## src/rtl/adc_seq_pkg.sv

```systemverilog
package adc_seq_pkg;

  localparam logic [7:0] CMD_CFG_WR  = 8'h84;
  localparam logic [7:0] CMD_CFG_RD  = 8'h94;
  localparam logic [7:0] CMD_GAIN_WR = 8'h82;
  localparam logic [7:0] CMD_GAIN_RD = 8'h92;
  localparam logic [7:0] CMD_CONV    = 8'hC0;
  localparam logic [7:0] CMD_DATA_RD = 8'h96;
  localparam logic [7:0] SYNC_FILL   = 8'hFF;
  localparam logic [7:0] SYNC_LAST   = 8'hFE;

  localparam logic [23:0] CAL_WORD  = 24'h000001;
  localparam logic [23:0] GAIN_WORD = 24'h800000;
  localparam int          DONE_BIT  = 3;

  typedef enum logic [3:0] {
    ST_POR, ST_SYNC, ST_CAL_WR, ST_CAL_POLL, ST_GAIN_WR, ST_GAIN_RD,
    ST_CONV_CMD, ST_CONV_POLL, ST_CONV_RD, ST_HALT
  } seqStep_t;

  // strobes from the control to the shifter
  typedef struct packed {
    logic       selActive;
    logic       xferStart;
    logic [7:0] xferByte;
  } shiftCtl_t;

endpackage

```

## src/rtl/adc_seq_shift.sv

```systemverilog
module adc_seq_shift
  import adc_seq_pkg::*;
#(
  parameter int HALF_DIV = 13
) (
  input  logic       clk,
  input  logic       rstN,
  input  shiftCtl_t  ctl,
  input  logic       serIn,
  output logic       serClk,
  output logic       serOut,
  output logic       selN,
  output logic       byteDone,
  output logic [7:0] rxByte
);

  localparam int DIV_W = (HALF_DIV > 1) ? $clog2(HALF_DIV) : 1;
  localparam logic [DIV_W-1:0] DIV_LAST = DIV_W'(HALF_DIV - 1);

  logic             busy;
  logic             phaseHigh;
  logic [DIV_W-1:0] divCnt;
  logic [2:0]       bitCnt;
  logic [7:0]       txReg;
  logic [7:0]       rxReg;

  always_ff @(posedge clk or negedge rstN) begin
    if (!rstN) begin
      busy      <= 1'b0;
      phaseHigh <= 1'b0;
      divCnt    <= '0;
      bitCnt    <= '0;
      txReg     <= '0;
      rxReg     <= '0;
      byteDone  <= 1'b0;
    end else begin
      byteDone <= 1'b0;
      if (!busy) begin
        if (ctl.xferStart) begin
          busy      <= 1'b1;
          phaseHigh <= 1'b0;
          divCnt    <= '0;
          bitCnt    <= '0;
          txReg     <= ctl.xferByte;
        end
      end else if (divCnt == DIV_LAST) begin
        divCnt <= '0;
        if (!phaseHigh) begin
          phaseHigh <= 1'b1;
        end else begin
          // last cycle of the high phase: sample, then fall
          phaseHigh <= 1'b0;
          rxReg     <= {rxReg[6:0], serIn};
          txReg     <= {txReg[6:0], 1'b0};
          if (bitCnt == 3'd7) begin
            busy     <= 1'b0;
            byteDone <= 1'b1;
          end else begin
            bitCnt <= bitCnt + 3'd1;
          end
        end
      end else begin
        divCnt <= divCnt + 1'b1;
      end
    end
  end

  assign serClk = phaseHigh;
  assign serOut = busy & txReg[7];
  assign selN   = ~ctl.selActive;
  assign rxByte = rxReg;

endmodule

```

## src/rtl/adc_seq_ctrl.sv

```systemverilog
module adc_seq_ctrl
  import adc_seq_pkg::*;
#(
  parameter int HALF_DIV        = 13,
  parameter int POR_CYCLES      = 27_750_000,
  parameter int POLL_LIMIT      = 65_535,
  parameter int SYNC_FILL_BYTES = 15
) (
  input  logic        clk,
  input  logic        rstN,
  input  logic        byteDone,
  input  logic [7:0]  rxByte,
  output shiftCtl_t   ctl,
  output logic [23:0] resultData,
  output logic        resultValid,
  output logic        gainMismatch,
  output logic        pollTimeout
);

  localparam int IDX_MAX = (SYNC_FILL_BYTES > 3) ? SYNC_FILL_BYTES : 3;
  localparam int IDX_W   = $clog2(IDX_MAX + 1);
  localparam int POR_W   = $clog2(POR_CYCLES + 1);
  localparam int POLL_W  = $clog2(POLL_LIMIT + 1);
  localparam int GAP_W   = $clog2(HALF_DIV + 1);

  seqStep_t          step;
  logic [POR_W-1:0]  porCnt;
  logic [IDX_W-1:0]  byteIdx;
  logic [POLL_W-1:0] pollCnt;
  logic [GAP_W-1:0]  gapCnt;
  logic [15:0]       rxWord;
  logic              waitDone;
  logic              selActive;

  logic [IDX_W-1:0]  lastIdx;
  logic [7:0]        txByte;
  logic              isRead;
  logic              issue;
  logic              frameEnd;
  logic [23:0]       fullWord;

  function automatic logic [7:0] pickByte(input logic [7:0] head,
                                          input logic [23:0] word,
                                          input logic [IDX_W-1:0] idx);
    case (idx)
      IDX_W'(0): pickByte = head;
      IDX_W'(1): pickByte = word[23:16];
      IDX_W'(2): pickByte = word[15:8];
      default:   pickByte = word[7:0];
    endcase
  endfunction

  always_comb begin
    lastIdx = IDX_W'(3);
    txByte  = 8'h00;
    case (step)
      ST_SYNC: begin
        lastIdx = IDX_W'(SYNC_FILL_BYTES);
        txByte  = (byteIdx == IDX_W'(SYNC_FILL_BYTES)) ? SYNC_LAST : SYNC_FILL;
      end
      ST_CAL_WR:    txByte = pickByte(CMD_CFG_WR, CAL_WORD, byteIdx);
      ST_GAIN_WR:   txByte = pickByte(CMD_GAIN_WR, GAIN_WORD, byteIdx);
      ST_CAL_POLL,
      ST_CONV_POLL: txByte = pickByte(CMD_CFG_RD, 24'h0, byteIdx);
      ST_GAIN_RD:   txByte = pickByte(CMD_GAIN_RD, 24'h0, byteIdx);
      ST_CONV_RD:   txByte = pickByte(CMD_DATA_RD, 24'h0, byteIdx);
      ST_CONV_CMD: begin
        lastIdx = IDX_W'(0);
        txByte  = CMD_CONV;
      end
      default: ;
    endcase
  end

  assign isRead   = step inside {ST_CAL_POLL, ST_GAIN_RD, ST_CONV_POLL, ST_CONV_RD};
  assign issue    = !(step inside {ST_POR, ST_HALT}) && !waitDone && (gapCnt == '0);
  assign frameEnd = byteDone && (byteIdx == lastIdx);
  assign fullWord = {rxWord, rxByte};

  assign ctl.selActive = selActive;
  assign ctl.xferStart = issue;
  assign ctl.xferByte  = txByte;

  always_ff @(posedge clk or negedge rstN) begin
    if (!rstN) begin
      step         <= ST_POR;
      porCnt       <= '0;
      byteIdx      <= '0;
      pollCnt      <= '0;
      gapCnt       <= '0;
      rxWord       <= '0;
      waitDone     <= 1'b0;
      selActive    <= 1'b0;
      resultData   <= '0;
      resultValid  <= 1'b0;
      gainMismatch <= 1'b0;
      pollTimeout  <= 1'b0;
    end else begin
      resultValid <= 1'b0;
      if (step == ST_POR) begin
        if (porCnt == POR_W'(POR_CYCLES - 1)) step <= ST_SYNC;
        else porCnt <= porCnt + 1'b1;
      end
      if (gapCnt != '0) gapCnt <= gapCnt - 1'b1;
      if (issue) begin
        waitDone  <= 1'b1;
        selActive <= 1'b1;
      end
      if (byteDone) begin
        waitDone <= 1'b0;
        if (isRead) rxWord <= fullWord[15:0];
        if (!frameEnd) begin
          byteIdx <= byteIdx + 1'b1;
        end else begin
          byteIdx   <= '0;
          selActive <= 1'b0;
          gapCnt    <= GAP_W'(HALF_DIV);
          case (step)
            ST_SYNC:   step <= ST_CAL_WR;
            ST_CAL_WR: begin
              step    <= ST_CAL_POLL;
              pollCnt <= '0;
            end
            ST_CAL_POLL, ST_CONV_POLL: begin
              if (fullWord[DONE_BIT]) begin
                step <= (step == ST_CAL_POLL) ? ST_GAIN_WR : ST_CONV_RD;
              end else if (pollCnt == POLL_W'(POLL_LIMIT - 1)) begin
                step        <= ST_HALT;
                pollTimeout <= 1'b1;
              end else begin
                pollCnt <= pollCnt + 1'b1;
              end
            end
            ST_GAIN_WR: step <= ST_GAIN_RD;
            ST_GAIN_RD: begin
              if (fullWord != GAIN_WORD) gainMismatch <= 1'b1;
              step <= ST_CONV_CMD;
            end
            ST_CONV_CMD: begin
              step    <= ST_CONV_POLL;
              pollCnt <= '0;
            end
            ST_CONV_RD: begin
              resultData  <= fullWord;
              resultValid <= 1'b1;
              step        <= ST_CONV_CMD;
            end
            default: ;
          endcase
        end
      end
    end
  end

endmodule

```

## src/rtl/adc_sequencer.sv

```systemverilog
module adc_sequencer
  import adc_seq_pkg::*;
#(
  parameter int SYS_CLK_HZ      = 50_000_000,
  parameter int SCLK_MAX_HZ     = 2_000_000,
  parameter int POR_CYCLES      = 27_750_000,
  parameter int POLL_LIMIT      = 65_535,
  parameter int SYNC_FILL_BYTES = 15
) (
  input  logic        clk,
  input  logic        rstN,
  output logic        adcCsN,
  output logic        adcSclk,
  output logic        adcDout,
  input  logic        adcDin,
  output logic [23:0] resultData,
  output logic        resultValid,
  output logic        gainMismatch,
  output logic        pollTimeout
);

  localparam int HALF_DIV = (SYS_CLK_HZ + 2 * SCLK_MAX_HZ - 1) / (2 * SCLK_MAX_HZ);

  shiftCtl_t  ctl;
  logic       byteDone;
  logic [7:0] rxByte;

  adc_seq_ctrl #(
    .HALF_DIV       (HALF_DIV),
    .POR_CYCLES     (POR_CYCLES),
    .POLL_LIMIT     (POLL_LIMIT),
    .SYNC_FILL_BYTES(SYNC_FILL_BYTES)
  ) u_ctrl (
    .clk         (clk),
    .rstN        (rstN),
    .byteDone    (byteDone),
    .rxByte      (rxByte),
    .ctl         (ctl),
    .resultData  (resultData),
    .resultValid (resultValid),
    .gainMismatch(gainMismatch),
    .pollTimeout (pollTimeout)
  );

  adc_seq_shift #(
    .HALF_DIV(HALF_DIV)
  ) u_shift (
    .clk     (clk),
    .rstN    (rstN),
    .ctl     (ctl),
    .serIn   (adcDin),
    .serClk  (adcSclk),
    .serOut  (adcDout),
    .selN    (adcCsN),
    .byteDone(byteDone),
    .rxByte  (rxByte)
  );

endmodule

```

## config.mk

```make
export PLATFORM = sky130hd
export DESIGN_NAME = adc_sequencer
export DESIGN_NICKNAME = d
export VERILOG_FILES = /design/src/rtl/adc_seq_pkg.sv /design/src/rtl/adc_seq_shift.sv /design/src/rtl/adc_seq_ctrl.sv /design/src/rtl/adc_sequencer.sv
export SDC_FILE = /design/constraint.sdc
export NUM_CORES = 1
export LEC_CHECK = 0
export BUFFER_PORTS_ARGS = -buffer_cell sky130_fd_sc_hd__buf_2
export CORE_MARGIN = 2
export CORE_UTILIZATION = 31
export DETAILED_ROUTE_END_ITERATION = 10
export HOLD_SLACK_MARGIN = 0.1
export PLACE_DENSITY = 0.42
export SYNTH_ARGS = -nofsm -noshare
export SYNTH_HDL_FRONTEND = slang
export SYNTH_SLANG_ARGS = --single-unit
```

## constraint.sdc

```tcl
create_clock -name clk -period 3 [get_ports clk]
set_clock_uncertainty 0.2 [all_clocks]
set_input_delay 0.3 -clock clk [delete_from_list [all_inputs] [get_ports clk]]
set_output_delay 0.3 -clock clk [all_outputs]
set_load 0.03 [all_outputs]
```

==> results of run 1 <==
final timing paths:
path / start / endpoint / cells past startpoint
max in group asynchronous: rstN / u_ctrl.pollCnt[8]$_DFFE_PN0P_ / 3
worst min-delay path: rstN / u_ctrl.resultData[8]$_DFFE_PN0P_ / 2
min in group clk: u_ctrl.porCnt[24]$_DFFE_PN0P_ / u_ctrl.porCnt[24]$_DFFE_PN0P_ / 1
worst max register to register: u_ctrl.step[0]$_DFF_PN0_ / u_ctrl.resultData[22]$_DFFE_PN0P_ / 5
worst min register to register: u_ctrl.porCnt[24]$_DFFE_PN0P_ / u_ctrl.porCnt[24]$_DFFE_PN0P_ / 1
worst max-delay path: u_ctrl.step[0]$_DFF_PN0_ / u_ctrl.resultData[22]$_DFFE_PN0P_ / 5
power breakdown:
group / internal [mW] / switching, mW / leakage, nW
sequential: 1.67 / 0 / 1.72
combinational: 0.00652 / 0.0337 / 1.42
clock: 1.28 / 0.749 / 0.276
total: 2.96 / 0.783 / 3.41
cell usage in the layout, fill, tap and decap left out, drive strengths merged, types with 3 or more instances in the layout:
cell type / instances
nand3: 23
ha: 12
a21oi: 12
xnor2: 20
a31oi: 4
a22oi: 3
xor2: 24
nor3: 8
a211oi: 3
a22o: 3
inv: 17
o22ai: 3
and3: 11
o31ai: 4
o21ai: 24
and2: 6
and4: 7
buf: 46
clkbuf: 20
a211o: 3
dfrtp: 124
clkinvlp: 4
nor2b: 4
clkinv: 4
nand2b: 5
mux2: 51
nor4: 10
nand4: 20
nor2: 44
nand2: 39
logic make-up (layout without fill, tap and decap cells):
family | count (synthesis) | count (layout) | share of synthesized area, %
AO/OA/AOI/OAI | 72 | 72 | 7.73
XOR/XNOR | 44 | 44 | 6.40
adder cells (fa/ha/maj) | 12 | 12 | 2.49
buffers and inverters | 42 | 95 | 3.55
flip-flops | 124 | 124 | 51.5
multiplexers | 52 | 52 | 10.9
AND/OR/NAND/NOR | 192 | 192 | 17.4
flip-flops by register name, summed over array words and instances (netlist names), 3 cells and up:
signal,count
u_shift.txReg,8
u_ctrl.resultData,24
u_ctrl.pollCnt,16
u_shift.divCnt,4
u_ctrl.rxWord,16
u_ctrl.gapCnt,4
u_ctrl.step,4
u_shift.rxByte,8
u_ctrl.byteIdx,4
u_ctrl.porCnt,25
u_shift.bitCnt,3
stage by stage:
step / total power, mW / cells / area, um2 / hold slack, ns
floorplan: 1.70 / 538 / 6020 / -0.196
global placement: 1.74 / 819 / 6480 / 0.0862
detailed placement: 1.74 / 819 / 6480 / 0.0896
CTS: 3.81 / 851 / 7080 / 0.179
global route: 3.87 / 851 / 7080 / 0.209
finish: 3.74 / 851 / 7080 / 0.175
cell usage after synthesis (6+ instances only):
cell / instances
and3_1: 11
nand2_1: 39
o21ai_0: 22
mux2_4: 19
xor2_1: 24
buf_2: 6
a21oi_1: 12
nand4_1: 20
dfrtp_1: 124
nor3_1: 7
clkbuf_1: 10
nand3_1: 22
and2_1: 6
inv_1: 17
xnor2_1: 20
nor4_1: 9
and4_1: 7
ha_1: 12
mux2_2: 32
nor2_1: 43
routing by layer:
layer  wire length [um]  vias up
met5                  0        -
met4                139        0
met3                403        9
met2               5450       54
met1               6420     2013
li1                   -     2001
area by class of cell:
| class | count | share of cell area, % |
|---|---|---|
| multi-input cells | 372 | 38.2 |
| repair buffers | 48 | 4.24 |
| flip-flops and latches | 124 | 43.8 |
| well taps | 260 | 4.59 |
| inverters | 17 | 0.901 |
| clock buffers | 20 | 6.59 |
| clock inverters | 10 | 1.66 |
==> flow_metrics.tcl, run 1 <==
set metrics [dict create \
    worst_slack_ns 0.306 \
    post_cts_buffers 0 \
    first_global_vias 4079 \
    leakage_nw 3.41 \
    dr.pass1.iters 5 \
    hp-class "in -> async" \
    final_nets 595 \
    maxSlewHeadroom_pct 43.3 \
    crit_arrival_ns 2.80 \
    multi_input_area_um2 2710 \
    postSynth.asyncResetShare_pct 100 \
    cts-root-buf "clkbuf_16" \
    cts_buffers 17 \
    syn_to_final_growth_pct 17.6 \
    finalMaxSlewViolations 0 \
    clk_pin_slew_ns 0.06 \
    crit_chain "and4bb_1, and4_1, o22a_2, nand3_4, mux2_4" \
    met1_usage_pct 18.1 \
    core_um2 18900 \
    cp.required_ns 3.11 \
    cts.hold.buffers_added 2 \
    clock-sinks 124 \
    fin_setup_tns_ns 0 \
    insertion_delay_ns 0.42 \
    critical_path_class "reg -> reg" \
    numPortBuffers 32 \
    maxCapViolCount 0 \
    cp_num_buf_inv 0 \
    cp_slowest_stage_delay_ns 0.51 \
    syn-cell-area_um2 6020 \
    die_w_um 143 \
    synth_edf_count 0 \
    slowest_stage "dfrtp_1" \
    fill_cells 1875 \
    status "complete, no violations" \
    num_vias 4077 \
    fmax_ghz 0.371 \
    diodes 0 \
    end_kind "register" \
    synth_top_area_cell "dfrtp_1" \
    dp_hpwl_um 8550 \
    yosysWarnings 0 \
    start_util_pct 31.9 \
    ir_worst_vdd_v 0.000360 \
    drt_iter0_drc 164 \
    grtUsageMet2_pct 19.6 \
    rsz0062_at_grt "false" \
    synth_cell_type_count 61 \
    synth_ff_type "dfrtp_1" \
    hold_viol_final 0 \
    worst_slew_pin_slew_ns 0.847 \
    cts_resized 0 \
    crit_path_max_fanout 25 \
    regToRegSetupSlack_ns 0.31 \
    top_usage_layer "met2" \
    min_period_ns 2.69 \
    synth_top_area_share_pct 51.5 \
    power.density_nw_per_um2 528 \
    drt-total-wl_um 12400 \
    path_delay_family "simple AND/OR/NAND/NOR gates" \
    met3_usage_pct 4.50 \
    wl_per_cell_um 14.6 \
    gr-total-overflow 0 \
    syn_nets 553 \
    pre_cts_ws_ns 0.289 \
    drive_above_1_share_pct 23.4 \
    grt_pass1_wl_um 21300 \
    gp_congestion 0.787 \
    clock_path_buffers 2 \
    cp-start-kind "register" \
    finalSetupViolCount 0 \
    ant_nets 0 \
    cts_tree "done" \
    grtUsageTotal_pct 13.2 \
    h-tree-depth 4 \
    utilization_pct 37.5 \
    grt_start_max_net_pins 63 \
    synth_seq_cells 124 \
    syn_inst 538 \
    via_per_inst 4.79 \
    std_cell_rows 50 \
    yosysSeqAreaShare_pct 51.5 \
    ios 33 \
    syn_area_per_cell_um2 11.2 \
    period_share_pct 89.8 \
    ys_top_cells_by_area "dfrtp_1 52%, mux2_2 6.0%, mux2_4 4.7%" \
    fp.dieH_um 143 \
    drc 0 \
    die_area_um2 20600 \
    seqCellArea_um2 3100 \
    antenna_found_initial 0 \
]
No activity file was read; power rests on OpenSTA's default activity.
==> run 2: changes to the inputs <==
--- a/config.mk
+++ b/config.mk
@@ -5,11 +5,13 @@
 export SDC_FILE = /design/constraint.sdc
 export NUM_CORES = 1
 export LEC_CHECK = 0
+export ABC_AREA = 1
 export BUFFER_PORTS_ARGS = -buffer_cell sky130_fd_sc_hd__buf_2
 export CORE_MARGIN = 2
 export CORE_UTILIZATION = 31
 export DETAILED_ROUTE_END_ITERATION = 10
 export HOLD_SLACK_MARGIN = 0.1
+export MAX_ROUTING_LAYER = met4
 export PLACE_DENSITY = 0.42
 export SYNTH_ARGS = -nofsm -noshare
 export SYNTH_HDL_FRONTEND = slang
==> flow_metrics.tcl, run 2 <==
set metrics [dict create \
    status "complete, no violations" \
    insertion_delay_ns 0.42 \
    via_per_inst 4.51 \
    cts_buffers 17 \
    start_util_pct 31.8 \
    met1_usage_pct 21.4 \
    slowest_stage "a21boi_1" \
    grt_pass1_wl_um 26400 \
    clock_path_buffers 2 \
    largestRegisters "u_ctrl.porCnt x25, u_ctrl.resultData x24" \
    drc 0 \
    post_cts_buffers 0 \
    leakage_nw 3.81 \
    std_cell_rows 52 \
    diodes 0 \
    mostFrequentLayoutCells "327 x nand2_1, 124 x dfrtp_1, 87 x nor2_1" \
    synth.cells.most_frequent "327 x nand2_1, 124 x dfrtp_1, 87 x nor2_1" \
    fp.dieH_um 149 \
    synth_top_area_share_pct 47.7 \
    synth_ff_type "dfrtp_1" \
    numPortBuffers 32 \
    end_kind "register" \
    met3_usage_pct 3.55 \
    crit_path_max_fanout 12 \
    die_area_um2 22100 \
    top_usage_layer "met2" \
    dr.pass1.iters 5 \
    ys_top_cells_by_area "dfrtp_1 48%, nand2_1 19%, nor2_1 5.0%" \
    grt_start_max_net_pins 52 \
    cts_tree "done" \
    yosysWarnings 0 \
    maxCapViolCount 0 \
    finalMaxSlewViolations 0 \
    fin_cells 1194 \
    gr-total-overflow 0 \
    worst_slew_pin_slew_ns 0.892 \
    die_w_um 149 \
    cp_num_buf_inv 2 \
    num_vias 5386 \
    largest_reg_flops 25 \
    syn_nets 885 \
    synth_edf_count 0 \
    multi_input_area_um2 2940 \
    syn-cell-area_um2 6500 \
    clock-sinks 124 \
    antenna_found_initial 0 \
    yosysMostFrequentCell "nand2_1" \
    crit_chain "ha_1, nand2_1, nor2_1, nand4_1, inv_2, a21boi_1, buf_4, nand2_1, nand2_1" \
    grtUsageTotal_pct 15.4 \
    syn_to_final_growth_pct 16.9 \
    rsz0062_at_grt "false" \
    critical_path_class "reg -> reg" \
    cpMostUsedCell "nand2_1" \
    fin_setup_tns_ns 0 \
    regMostFlops "u_ctrl.porCnt" \
    fill_cells 2204 \
    dp.cells 1160 \
    crit_arrival_ns 2.57 \
    path_delay_family "compound AO/OA/AOI/OAI gates" \
    drt_iter0_drc 325 \
    syn_inst 870 \
    synth_top_area_cell "dfrtp_1" \
    r2r.worst_path.cells 9 \
    clk_pin_slew_ns 0.06 \
    ios 33 \
    maxSlewHeadroom_pct 40.4 \
    dp_hpwl_um 11000 \
    drive_above_1_share_pct 9.63 \
    yosysSeqAreaShare_pct 47.7 \
    grtUsageMet2_pct 23.0 \
    cp-start-kind "register" \
    finalSetupViolCount 0 \
    cp.required_ns 3.15 \
    ant_nets 0 \
    final_common_cell "nand2_1" \
    core_um2 20400 \
    h-tree-depth 4 \
    whs_ns 0.170 \
    cp_slowest_stage_delay_ns 0.67 \
    min_period_ns 2.42 \
    final_nets 926 \
    gp_congestion 0.827 \
    first_global_vias 5126 \
    wl_per_cell_um 12.9 \
    r2r_start "u_ctrl.porCnt[0]$_DFFE_PN0P_" \
    hp-class "in -> async" \
    drt-total-wl_um 15400 \
    cts-root-buf "clkbuf_16" \
    synth_cell_type_count 32 \
    postSynth.asyncResetShare_pct 100 \
    regToRegSetupSlack_ns 0.58 \
    ir_worst_vdd_v 0.000305 \
    reg2reg_to "u_ctrl.porCnt[21]$_DFFE_PN0P_" \
    period_share_pct 80.8 \
    synth_seq_cells 124 \
    syn_area_per_cell_um2 7.47 \
    seqCellArea_um2 3100 \
    hold_viol_final 0 \
    fmax_ghz 0.412 \
    power.density_nw_per_um2 497 \
]
-- run 2: cell count changes in the layout (fill, tap and decap cells not counted), sizes merged, moves of 32 or more --
cell and delta:
nand3 +32, o21ai +47, mux2 -51, nand2 +291, nor2 +47, inv +80
-- run 2: repair_timing --
item | in CTS | in global routing
hold endpoints to repair | 95 | 0
gates resized for setup | 0 | 0
hold buffers | 2 | 0
-- run 2: per-stage QoR --
stage                     power (mW)  setup WS, ns  instance area, um2  util [%]
final                           3.78         0.576                7590      37.2
after global routing            3.91         0.315                7590      37.2
after CTS                       3.84         0.526                7590      37.2
after detailed placement        1.75         0.550                6990      34.2
after global placement          1.75         0.612                6990      34.2
after floorplan                 1.71          1.02                6500         -
-- run 2: layout make-up --
type | count | share of cell area [%]
Tap cell | 270 | 4.45
Multi-Input combinational cell | 635 | 38.8
Clock buffer | 18 | 5.78
Clock inverter | 14 | 1.98
Timing Repair Buffer | 44 | 3.77
Sequential cell | 124 | 40.9
Inverter | 89 | 4.40
-- run 2: power breakdown --
group	total (mW)	switching, mW	internal (mW)
combinational	0.0434	0.0357	0.00764
clock	2.06	0.865	1.20
sequential	1.67	0.000144	1.67
-- run 2: cells by family (layout without fill, tap and decap cells) --
| kind of cell | count (synthesis) | count (layout) | synth area share, % |
|---|---|---|---|
| AOI/OAI and AO/OA | 90 | 90 | 7.22 |
| xor gates and xnor gates | 31 | 31 | 4.18 |
| adders and majority gates | 12 | 12 | 2.31 |
| buffers and inverters | 111 | 165 | 6.95 |
| DFF | 124 | 124 | 47.7 |
| and+or+nand+nor | 502 | 502 | 31.6 |
-- run 2: metal layers --
metal / routed length [um] / share of wire (%)
met3: 479 / 3.1
met4: 136 / 0.88
met2: 6950 / 45
met5: 0 / 0
met1: 7840 / 51
-- run 2: how the worst max path moves through the flow --
stage                                       startpoint                             to  slack (ns)  cells past startpoint
after global routing        u_ctrl.gapCnt[0]$_DFF_PN0_   u_shift.txReg[5]$_DFFE_PN0P_        0.32                     12
after CTS                 u_ctrl.porCnt[0]$_DFFE_PN0P_   u_ctrl.porCnt[7]$_DFFE_PN0P_        0.53                      9
final                     u_ctrl.porCnt[0]$_DFFE_PN0P_  u_ctrl.porCnt[21]$_DFFE_PN0P_        0.58                      9
after floorplan             u_ctrl.gapCnt[0]$_DFF_PN0_   u_shift.txReg[0]$_DFFE_PN0P_        1.02                     12
after detailed placement  u_ctrl.porCnt[0]$_DFFE_PN0P_   u_ctrl.porCnt[7]$_DFFE_PN0P_        0.55                      9
after global placement    u_ctrl.porCnt[0]$_DFFE_PN0P_  u_ctrl.porCnt[24]$_DFFE_PN0P_        0.61                      9
-- run 2: worst reg2reg max path: cells and delay by family (launching register included) --
| family | cells | cell delay, ns |
|---|---|---|
| adder cells (fa/ha/maj) | 1 | 0.30 |
| AO/OA/AOI/OAI | 1 | 0.67 |
| flip-flops | 1 | 0.43 |
| AND/OR/NAND/NOR | 5 | 0.38 |
| buffers and inverters | 2 | 0.38 |
==> run 3: changes to the inputs <==
==> constraint.sdc (replaced) <==
create_clock -name clk -period 2.5 [get_ports clk]
set_clock_uncertainty 0.2 [all_clocks]
set_input_delay 0.25 -clock clk [delete_from_list [all_inputs] [get_ports clk]]
set_output_delay 0.25 -clock clk [all_outputs]
set_load 0.03 [all_outputs]
==> flow_metrics.tcl, run 3 (same netlist as run 2, synthesis figures left out) <==
set metrics [dict create \
    status "complete, no violations" \
    cts_tree "done" \
    power.density_nw_per_um2 591 \
    maxSlewHeadroom_pct 71.1 \
    min_period_ns 2.22 \
    hold_viol_final 0 \
    wl_per_cell_um 13.0 \
    h-tree-depth 4 \
    stdcell_area_um2 7700 \
    crit_chain "nor2_1, nand2_2, nand2_1, nand3_2, nor2_4, buf_4, nand3_2, nand2_1, nand2_1" \
    clock-sinks 124 \
    drive_above_1_share_pct 10.4 \
    cp.required_ns 2.60 \
    drc 0 \
    fin_setup_tns_ns 0 \
    utilization_pct 37.7 \
    end_kind "register" \
    place_area_um2 7080 \
    numPortBuffers 32 \
    cts_buffers 17 \
    gp_congestion 0.810 \
    post_cts_buffers 0 \
    crit_path_max_fanout 16 \
    fp.dieH_um 149 \
    finalMaxSlewViolations 0 \
    die_area_um2 22100 \
    worst_slack_ns 0.280 \
    grt_start_max_net_pins 45 \
    die_w_um 149 \
    mostFrequentLayoutCells "327 x nand2_1, 124 x dfrtp_1, 87 x nor2_1" \
    fill_cells 2194 \
    insertion_delay_ns 0.42 \
    grtUsageTotal_pct 15.6 \
    clk_pin_slew_ns 0.06 \
    critical_path_class "reg -> reg" \
    start_util_pct 31.8 \
    gr-total-overflow 0 \
    finalSetupViolCount 0 \
    ir_worst_vdd_v 0.000395 \
    cts-root-buf "clkbuf_16" \
    antenna_found_initial 0 \
    ant_nets 0 \
    clock_path_buffers 2 \
    drt_iter0_drc 338 \
    diodes 0 \
    core_um2 20400 \
    whs_ns 0.118 \
    cp-start-kind "register" \
    final_nets 934 \
    cts_resized 0 \
    largest_reg_flops 25 \
    syn_to_final_growth_pct 18.4 \
    hp-class "in -> async" \
    grt_pass1_wl_um 26700 \
    dr.pass1.iters 5 \
    largestRegisters "u_ctrl.porCnt x25, u_ctrl.resultData x24" \
    first_global_vias 5244 \
    final_common_cell "nand2_1" \
    crit_arrival_ns 2.32 \
    dp_hpwl_um 11200 \
    slowest_stage "dfrtp_1" \
    fmax_ghz 0.450 \
    worst_slew_pin_slew_ns 0.432 \
    period_share_pct 88.8 \
    pre_cts_ws_ns 0.269 \
    std_cell_rows 52 \
    leakage_nw 3.86 \
    ios 33 \
    drt-total-wl_um 15600 \
    rsz0062_at_grt "false" \
    cpMostUsedCell "nand2_1" \
    via_per_inst 4.43 \
    num_vias 5324 \
    cp_slowest_stage_delay_ns 0.44 \
    regMostFlops "u_ctrl.porCnt" \
    maxCapViolCount 0 \
]
[run 3: cell count changes in the layout (fill, tap and decap cells not counted), sizes merged]
cell and delta:
inv +2, clkinv -3, buf +8, clkinvlp +2
clkbuf -1
[run 3: power breakdown]
part / switching (mW) / total [mW] / internal [mW] / leakage (nW)
clock network: 1.06 / 2.49 / 1.42 / 0.286
logic: 0.0431 / 0.0544 / 0.0113 / 1.86
registers: 0.000163 / 2.01 / 2.01 / 1.72
total: 1.11 / 4.55 / 3.44 / 3.86
[run 3: routing by layer]
| metal | up-vias | share of wire [%] | GRT usage [%] |
|---|---|---|---|
| met5 | - | 0 | - |
| met4 | 0 | 0.87 | 5.05 |
| met3 | 7 | 2.5 | 3.30 |
| met2 | 53 | 46 | 24.2 |
| met1 | 2431 | 50 | 20.4 |
| li1 | 2833 | - | - |
[run 3: final timing paths]
check,from,to,slack (ns),cells past startpoint
setup / recovery,u_ctrl.step[3]$_DFF_PN0_,u_ctrl.pollCnt[14]$_DFFE_PN0P_,0.28,9
min in group clk,u_ctrl.gainMismatch$_DFFE_PN0P_,u_ctrl.gainMismatch$_DFFE_PN0P_,0.27,2
setup reg to reg,u_ctrl.step[3]$_DFF_PN0_,u_ctrl.pollCnt[14]$_DFFE_PN0P_,0.28,9
hold / removal,rstN,u_ctrl.porCnt[17]$_DFFE_PN0P_,0.12,2
hold reg to reg,u_ctrl.gainMismatch$_DFFE_PN0P_,u_ctrl.gainMismatch$_DFFE_PN0P_,0.27,2
max in group asynchronous,rstN,u_shift.rxByte[5]$_DFFE_PN0P_,1.40,3
[run 3: metrics by stage]
| stage | instances | power (mW) |
|---|---|---|
| after floorplan | 870 | 2.05 |
| after global placement | 1168 | 2.10 |
| after detailed placement | 1168 | 2.10 |
| after CTS | 1202 | 4.65 |
| after global routing | 1202 | 4.74 |
| final | 1202 | 4.55 |
[run 3: repair_timing]
item                       in CTS  in global routing
setup endpoints to repair       0                  0
hold buffers                    2                  0
hold endpoints to repair      125                  0
[run 3: layout make-up]
cell class,instances,area [um2],share of cell area (%)
Timing Repair Buffer,52,384,4.99
Inverter,89,334,4.34
Clock buffer,17,425,5.53
Multi-Input combinational cell,635,2940,38.3
Tap cell,270,338,4.39
Clock inverter,15,168,2.18
Sequential cell,124,3100,40.3
[run 3: worst max-delay path: cells and delay by family (launching register included)]
family	cells	cell delay [ns]
buffers and inverters	1	0.21
DFF	1	0.44
and+or+nand+nor	8	1.25
